$ cat src/rtl/txq_pkg.sv
package txq_pkg;

    localparam int unsigned CFG_W         = 8;
    localparam int unsigned CFG_RXRST_BIT = 0;
    localparam int unsigned CFG_TXRST_BIT = 1;
    localparam int unsigned CFG_THR_LSB   = 5;
    localparam int unsigned CFG_THR_W     = 2;

    typedef enum logic [1:0] {
        WM_ONE     = 2'd0,
        WM_FOUR    = 2'd1,
        WM_EIGHT   = 2'd2,
        WM_SIXTEEN = 2'd3
    } wm_sel_e;

    function automatic int unsigned wm_level(input wm_sel_e sel);
        int unsigned lvl;
        case (sel)
            WM_ONE:   lvl = 1;
            WM_FOUR:  lvl = 4;
            WM_EIGHT: lvl = 8;
            default:  lvl = 16;
        endcase
        return lvl;
    endfunction

endpackage

$ cat src/rtl/txq_cfg.sv
module txq_cfg
    import txq_pkg::*;
(
    input  logic             clk_i,
    input  logic             rst_ni,
    input  logic             cfg_wr_i,
    input  logic [CFG_W-1:0] cfg_wdata_i,
    output logic             clr_o,
    output wm_sel_e          sel_o,
    output logic [CFG_W-1:0] ctrl_o
);

    wm_sel_e sel_d, sel_q;
    logic    unused_cfg_bits;

    always_comb begin
        sel_d = sel_q;
        if (cfg_wr_i) begin
            sel_d = wm_sel_e'(cfg_wdata_i[CFG_THR_LSB +: CFG_THR_W]);
        end
    end

    always_ff @(posedge clk_i or negedge rst_ni) begin
        if (!rst_ni) begin
            sel_q <= WM_ONE;
        end else begin
            sel_q <= sel_d;
        end
    end

    // queue reset is a strobe only; it is never stored, so it reads back 0
    assign clr_o = cfg_wr_i && cfg_wdata_i[CFG_TXRST_BIT];
    assign sel_o = sel_q;

    always_comb begin
        ctrl_o = '0;
        ctrl_o[CFG_THR_LSB +: CFG_THR_W] = sel_q;
    end

    // receive reset and spare bits belong to other blocks
    assign unused_cfg_bits = ^{cfg_wdata_i[CFG_RXRST_BIT], cfg_wdata_i[4:2], cfg_wdata_i[7]};

endmodule

$ cat src/rtl/txq_thresh.sv
module txq_thresh
    import txq_pkg::*;
#(
    parameter int unsigned LW = 6
) (
    input  wm_sel_e       sel_i,
    output logic [LW-1:0] thr_o
);

    always_comb begin
        thr_o = LW'(wm_level(sel_i));
    end

endmodule

$ cat src/rtl/txq_store.sv
module txq_store #(
    parameter int unsigned DEPTH = 32,
    parameter int unsigned DW    = 8,
    localparam int unsigned AW   = $clog2(DEPTH)
) (
    input  logic          clk_i,
    input  logic          we_i,
    input  logic [AW-1:0] waddr_i,
    input  logic [DW-1:0] wdata_i,
    input  logic [AW-1:0] raddr_i,
    output logic [DW-1:0] rdata_o
);

    logic [DW-1:0] rd_arr [DEPTH];

    for (genvar i = 0; i < DEPTH; i++) begin : g_ent
        logic [DW-1:0] ent_q;
        always_ff @(posedge clk_i) begin
            if (we_i && (waddr_i == AW'(i))) begin
                ent_q <= wdata_i;
            end
        end
        assign rd_arr[i] = ent_q;
    end

    assign rdata_o = rd_arr[raddr_i];

endmodule

$ cat src/rtl/txq_ctrl.sv
module txq_ctrl #(
    parameter int unsigned DEPTH = 32,
    localparam int unsigned AW   = $clog2(DEPTH),
    localparam int unsigned LW   = $clog2(DEPTH + 1)
) (
    input  logic          clk_i,
    input  logic          rst_ni,
    input  logic          push_i,
    input  logic          pop_ready_i,
    input  logic          tx_en_i,
    input  logic          clr_i,
    input  logic [LW-1:0] thr_i,
    output logic          we_o,
    output logic [AW-1:0] wptr_o,
    output logic [AW-1:0] rptr_o,
    output logic [LW-1:0] lvl_o,
    output logic          pop_valid_o,
    output logic          full_o,
    output logic          empty_o,
    output logic          wm_o,
    output logic          ev_wm_o,
    output logic          ev_emp_o
);

    typedef struct packed {
        logic [LW-1:0] lvl;
        logic [AW-1:0] wptr;
        logic [AW-1:0] rptr;
        logic          full;
        logic          empty;
        logic          wm;
        logic          ev_wm;
        logic          ev_emp;
    } state_t;

    localparam state_t RST_STATE = '{
        lvl: '0, wptr: '0, rptr: '0, full: 1'b0, empty: 1'b1,
        wm: 1'b0, ev_wm: 1'b0, ev_emp: 1'b0
    };

    state_t        st_d, st_q;
    logic          push_ok, pop_ok;
    logic [LW-1:0] lvl_n;

    assign pop_valid_o = tx_en_i && (st_q.lvl != '0);
    assign pop_ok      = pop_valid_o && pop_ready_i && !clr_i;
    // a full queue drops the push even when a pop frees a slot this cycle
    assign push_ok     = push_i && (st_q.lvl != LW'(DEPTH)) && !clr_i;
    assign lvl_n       = st_q.lvl + LW'(push_ok) - LW'(pop_ok);

    always_comb begin
        st_d        = st_q;
        st_d.ev_wm  = 1'b0;
        st_d.ev_emp = 1'b0;
        if (clr_i) begin
            st_d = RST_STATE;
        end else begin
            st_d.lvl   = lvl_n;
            st_d.wptr  = st_q.wptr + AW'(push_ok);
            st_d.rptr  = st_q.rptr + AW'(pop_ok);
            st_d.full  = (lvl_n == LW'(DEPTH));
            st_d.empty = (lvl_n == '0);
            if (push_ok && (lvl_n >= thr_i)) begin
                st_d.wm    = 1'b1;
                st_d.ev_wm = 1'b1;
            end else if (lvl_n < thr_i) begin
                st_d.wm = 1'b0;
            end
            st_d.ev_emp = pop_ok && !push_ok && (st_q.lvl == LW'(1));
        end
    end

    always_ff @(posedge clk_i or negedge rst_ni) begin
        if (!rst_ni) begin
            st_q <= RST_STATE;
        end else begin
            st_q <= st_d;
        end
    end

    assign we_o     = push_ok;
    assign wptr_o   = st_q.wptr;
    assign rptr_o   = st_q.rptr;
    assign lvl_o    = st_q.lvl;
    assign full_o   = st_q.full;
    assign empty_o  = st_q.empty;
    assign wm_o     = st_q.wm;
    assign ev_wm_o  = st_q.ev_wm;
    assign ev_emp_o = st_q.ev_emp;

endmodule

$ cat src/rtl/txq_wmark.sv
module txq_wmark
    import txq_pkg::*;
#(
    parameter int unsigned DEPTH  = 32,
    parameter int unsigned DW     = 8,
    parameter int unsigned STAT_W = 5
) (
    input  logic              clk_i,
    input  logic              rst_ni,
    input  logic              push_valid_i,
    input  logic [DW-1:0]     push_data_i,
    input  logic              cfg_wr_i,
    input  logic [CFG_W-1:0]  cfg_wdata_i,
    input  logic              tx_en_i,
    input  logic              pop_ready_i,
    output logic              pop_valid_o,
    output logic [DW-1:0]     pop_data_o,
    output logic [STAT_W-1:0] lvl_o,
    output logic              full_o,
    output logic              empty_o,
    output logic              wm_o,
    output logic              evt_wmark_o,
    output logic              evt_empty_o,
    output logic [CFG_W-1:0]  ctrl_o
);

    localparam int unsigned AW = $clog2(DEPTH);
    localparam int unsigned LW = $clog2(DEPTH + 1);

    logic          clr;
    wm_sel_e       sel;
    logic [LW-1:0] thr;
    logic          we;
    logic [AW-1:0] wptr, rptr;
    logic [LW-1:0] lvl;
    logic          unused_lvl_hi;

    txq_cfg u_cfg (
        .clk_i       (clk_i),
        .rst_ni      (rst_ni),
        .cfg_wr_i    (cfg_wr_i),
        .cfg_wdata_i (cfg_wdata_i),
        .clr_o       (clr),
        .sel_o       (sel),
        .ctrl_o      (ctrl_o)
    );

    txq_thresh #(.LW(LW)) u_thr (
        .sel_i (sel),
        .thr_o (thr)
    );

    txq_ctrl #(.DEPTH(DEPTH)) u_ctrl (
        .clk_i       (clk_i),
        .rst_ni      (rst_ni),
        .push_i      (push_valid_i),
        .pop_ready_i (pop_ready_i),
        .tx_en_i     (tx_en_i),
        .clr_i       (clr),
        .thr_i       (thr),
        .we_o        (we),
        .wptr_o      (wptr),
        .rptr_o      (rptr),
        .lvl_o       (lvl),
        .pop_valid_o (pop_valid_o),
        .full_o      (full_o),
        .empty_o     (empty_o),
        .wm_o        (wm_o),
        .ev_wm_o     (evt_wmark_o),
        .ev_emp_o    (evt_empty_o)
    );

    txq_store #(.DEPTH(DEPTH), .DW(DW)) u_store (
        .clk_i   (clk_i),
        .we_i    (we),
        .waddr_i (wptr),
        .wdata_i (push_data_i),
        .raddr_i (rptr),
        .rdata_o (pop_data_o)
    );

    // the status field is narrower than the count; full_o tells 32 from 0
    assign lvl_o         = lvl[STAT_W-1:0];
    assign unused_lvl_hi = ^lvl;

endmodule

$ cat config.mk
export PLATFORM = sky130hd
export DESIGN_NAME = txq_wmark
export DESIGN_NICKNAME = d
export VERILOG_FILES = /design/src/rtl/txq_pkg.sv /design/src/rtl/txq_cfg.sv /design/src/rtl/txq_thresh.sv /design/src/rtl/txq_store.sv /design/src/rtl/txq_ctrl.sv /design/src/rtl/txq_wmark.sv
export SDC_FILE = /design/constraint.sdc
export NUM_CORES = 1
export LEC_CHECK = 0
export BUFFER_PORTS_ARGS = -buffer_cell sky130_fd_sc_hd__buf_4
export CAP_MARGIN = 20
export CORE_MARGIN = 4
export CORE_UTILIZATION = 61
export DETAILED_ROUTE_END_ITERATION = 6
export GPL_ROUTABILITY_DRIVEN = 0
export PLACE_DENSITY = 0.79
export SLEW_MARGIN = 30
export SYNTH_ARGS = -nofsm -noshare
export SYNTH_HDL_FRONTEND = slang
export SYNTH_SLANG_ARGS = --single-unit
$ cat constraint.sdc
create_clock -name clk_i -period 4 [get_ports clk_i]
set_clock_uncertainty 0.05 [all_clocks]
set_input_delay 0 -clock clk_i [delete_from_list [all_inputs] [get_ports clk_i]]
set_output_delay 0 -clock clk_i [all_outputs]
set_load 0.01 [all_outputs]
==> out/results.ini <==
[run_status]
outcome=finished clean

[drt]
dr.pass1.iters=7
ant_nets=0
post_drt_wl_per_cell_um=26.9
via_per_inst=6.44
totalWireLength_um=23300
first_iter_violations=616
via_count=5566
drc=0

[setup_path]
crit_required_ps=4350
crit_path_start_kind=flop
cp-end-kind=flop
worstPathMaxFanout=3
critPathKind=flop to flop
cp_data_arrival_time_ps=4270

[layout]
layout-drive-gt1-share_pct=28.8
fill_cells=1024
multi_input_area_mm2=0.00281
nNetsFinal=654
synthToLayoutAreaGrowth_pct=14.2
n_antenna_cell=0
seq_area_mm2=0.00827
utilization_pct=71.3

[synth]
postSynthCellCount=552
ys.warnings.count=0
synth_top_area_share_pct=68.1
synthArstFlopShare_pct=8.24
synth_most_common_cell=edfxtp_1
synth-edff-count=256
postSynthAreaPerCell_um2=20.4
synth.yosys.seq_area_share_pct=73.2
netlist_area_mm2=0.0113
ys.flop_type=edfxtp_1
synth.area.top_cells=edfxtp_1 68%, mux4_2 16%, dfrtp_1 4.9%
synth_cell_types=37
yosys.area.top_type=edfxtp_1
ys_ff_latch=279
synthTopCellsByCount=256 x edfxtp_1, 80 x mux4_2, 47 x nor2_1, 22 x dfrtp_1, 18 x ha_1

[global_routing]
antenna_found_initial=0
grt_pass1_wl_um=36000
use_met1_pct=36.3
grt_usage_pct=23.6
grt_max_degree=35
met2_usage_pct=36.6
grt_use_met3_pct=4.27
grt_pass1_vias=5826
grt-busiest-layer=met2
overflow=0

[sta]
slew_viol_final=0
min_period_ps=3920
setup_viol=0
slew_headroom_pct=38.9
worstMarginPinSlew_ps=917
fmax_ghz=0.255
min_period_over_period_pct=97.9
whs_ps=146
hold_violations=0

[pwr]
p_per_area_mw_per_mm2=637
total_power_uw=8210
leakagePower_uw=0.00425
ir_drop_mv=0.551

[hold_path]
hold_class=input pin to flop

[floorplan]
row_count=49
dieWidth_um=144
io_pins=49
fp.dieH_um=144
initial_core_util_pct=62.4
die-area_mm2=0.0207
core_area_mm2=0.0181

[place]
dp_hpwl_um=13400
io_buffers=37

[cts]
clock-sinks=279
clock_latency_ps=520
cts_tree=done
cts_buffers=28
htreeDepth=1
clock-root-buffer=clkbuf_16
clk_pin_slew_ps=60
cts.path.max_buffers=3

[flow_run]
cap_violations=0

==> worst max-delay path: stages, from the launching register on <==
cell and delay (ps):
dfrtp_1 410, inv_1 100, ha_1 180, nand3_1 100, o21a_1 200, and3_1 220
ha_1 300, inv_1 40, ha_1 200, fa_1 430, a21oi_1 170, o21bai_1 120
xnor2_2 190, inv_1 70, ha_1 340, o2111ai_1 180, nand2_1 140, o31ai_1 290
a21oi_1 80
==> where the power goes <==
part / leakage, uW / total (uW) / internal [uW] / switching [uW]
Combinational: 0.00120 / 2080 / 1000 / 1080
Sequential: 0.00260 / 3490 / 3330 / 168
Clock: 0.000453 / 2640 / 1580 / 1070
Total: 0.00425 / 8210 / 5900 / 2310
==> cell families (layout without fill, tap and decap cells) <==
logic type                 Yosys count  count (layout)  share of synthesized area (%)
DFF                                279             279                           73.2
and+or+nand+nor                     91              91                           3.78
muxes                               90              90                           17.0
buffers and inverters               48             126                           2.25
adders and majority gates           19              19                           2.17
AOI/OAI and AO/OA                   15              15                          0.898
xor gates and xnor gates             9               9                          0.698
other                                1               6                         0.0332
==> metrics by stage <==
step           setup TNS, ps  cell area [um2]  worst slack [ps]  std cells
2_1_floorplan              0            11300               518        557
3_3_place_gp               0            11700               372        791
6_report                   0            12900              82.5        864
5_1_grt                -66.1            12900             -66.1        864
3_5_place_dp               0            11700               164        791
4_1_cts                    0            12900               170        864
==> sequential cells by signal, indices dropped and copies added, names as in the netlist <==
name                 flops
u_ctrl.ev_wm_o           1
u_ctrl.rptr_o            5
u_cfg.sel_o              2
u_ctrl.empty_o           1
u_ctrl.wptr_o            5
u_ctrl.ev_emp_o          1
u_ctrl.wm_o              1
u_ctrl.full_o            1
u_ctrl.lvl_o             6
u_store.g_ent.ent_q    256
==> area by class of cell <==
cell class	count	area share, %
flip-flops and latches	279	64.1
multi-input cells	230	21.8
clock buffers	31	5.69
repair buffers	62	4.17
well taps	229	2.22
clock inverters	21	1.60
inverters	12	0.349
==> what timing repair did <==
action / 4_1_cts / 5_1_grt
endpoints found under the hold margin: 292 / 0
hold buffers: 21 / 0
endpoints found under the setup margin: 0 / 1
gates resized for setup: 0 / 4
setup buffers: 0 / 0
==> layout by cell type (no fill, tap or decap), drive strengths merged, types with 2 or more instances in the layout <==
master       synthesis  layout
edfxtp             256     256
mux4                80      80
nor2                47      47
buf                 23      42
clkbuf              13      31
dfrtp               22      22
dlygate4sd3          0      20
ha                  18      18
inv                 12      13
clkinv               0      13
mux2                10      10
nand3               10      10
nand2                9       9
and2                 7       7
conb                 1       6
xor2                 5       5
a21oi                5       5
bufinv               0       4
xnor2                4       4
nand2b               3       3
nor3                 3       3
nand3b               3       3
clkinvlp             0       3
o31ai                3       3
a21o                 2       2
and3                 2       2
or3                  2       2
or3b                 2       2
==> routing by layer <==
layer,wire length (um),share of wire (%)
met5,0,0
met2,11500,49
met3,1870,8.0
met4,358,1.5
met1,9560,41
==> worst paths after layout <==
kind,from,endpoint,slack (ps),cells after the start
min in group asynchronous,rst_ni,u_ctrl.empty_o,440,3
setup / recovery,u_ctrl.lvl_o[2],u_ctrl.wm_o,80,18
hold / removal,tx_en_i,u_ctrl.rptr_o[0],150,5
setup reg to reg,u_ctrl.lvl_o[2],u_ctrl.wm_o,80,18
max in group asynchronous,rst_ni,u_ctrl.rptr_o[0],2900,4
hold reg to reg,u_ctrl.wm_o,u_ctrl.wm_o,550,2
No activity file was read; power rests on OpenSTA's default activity.
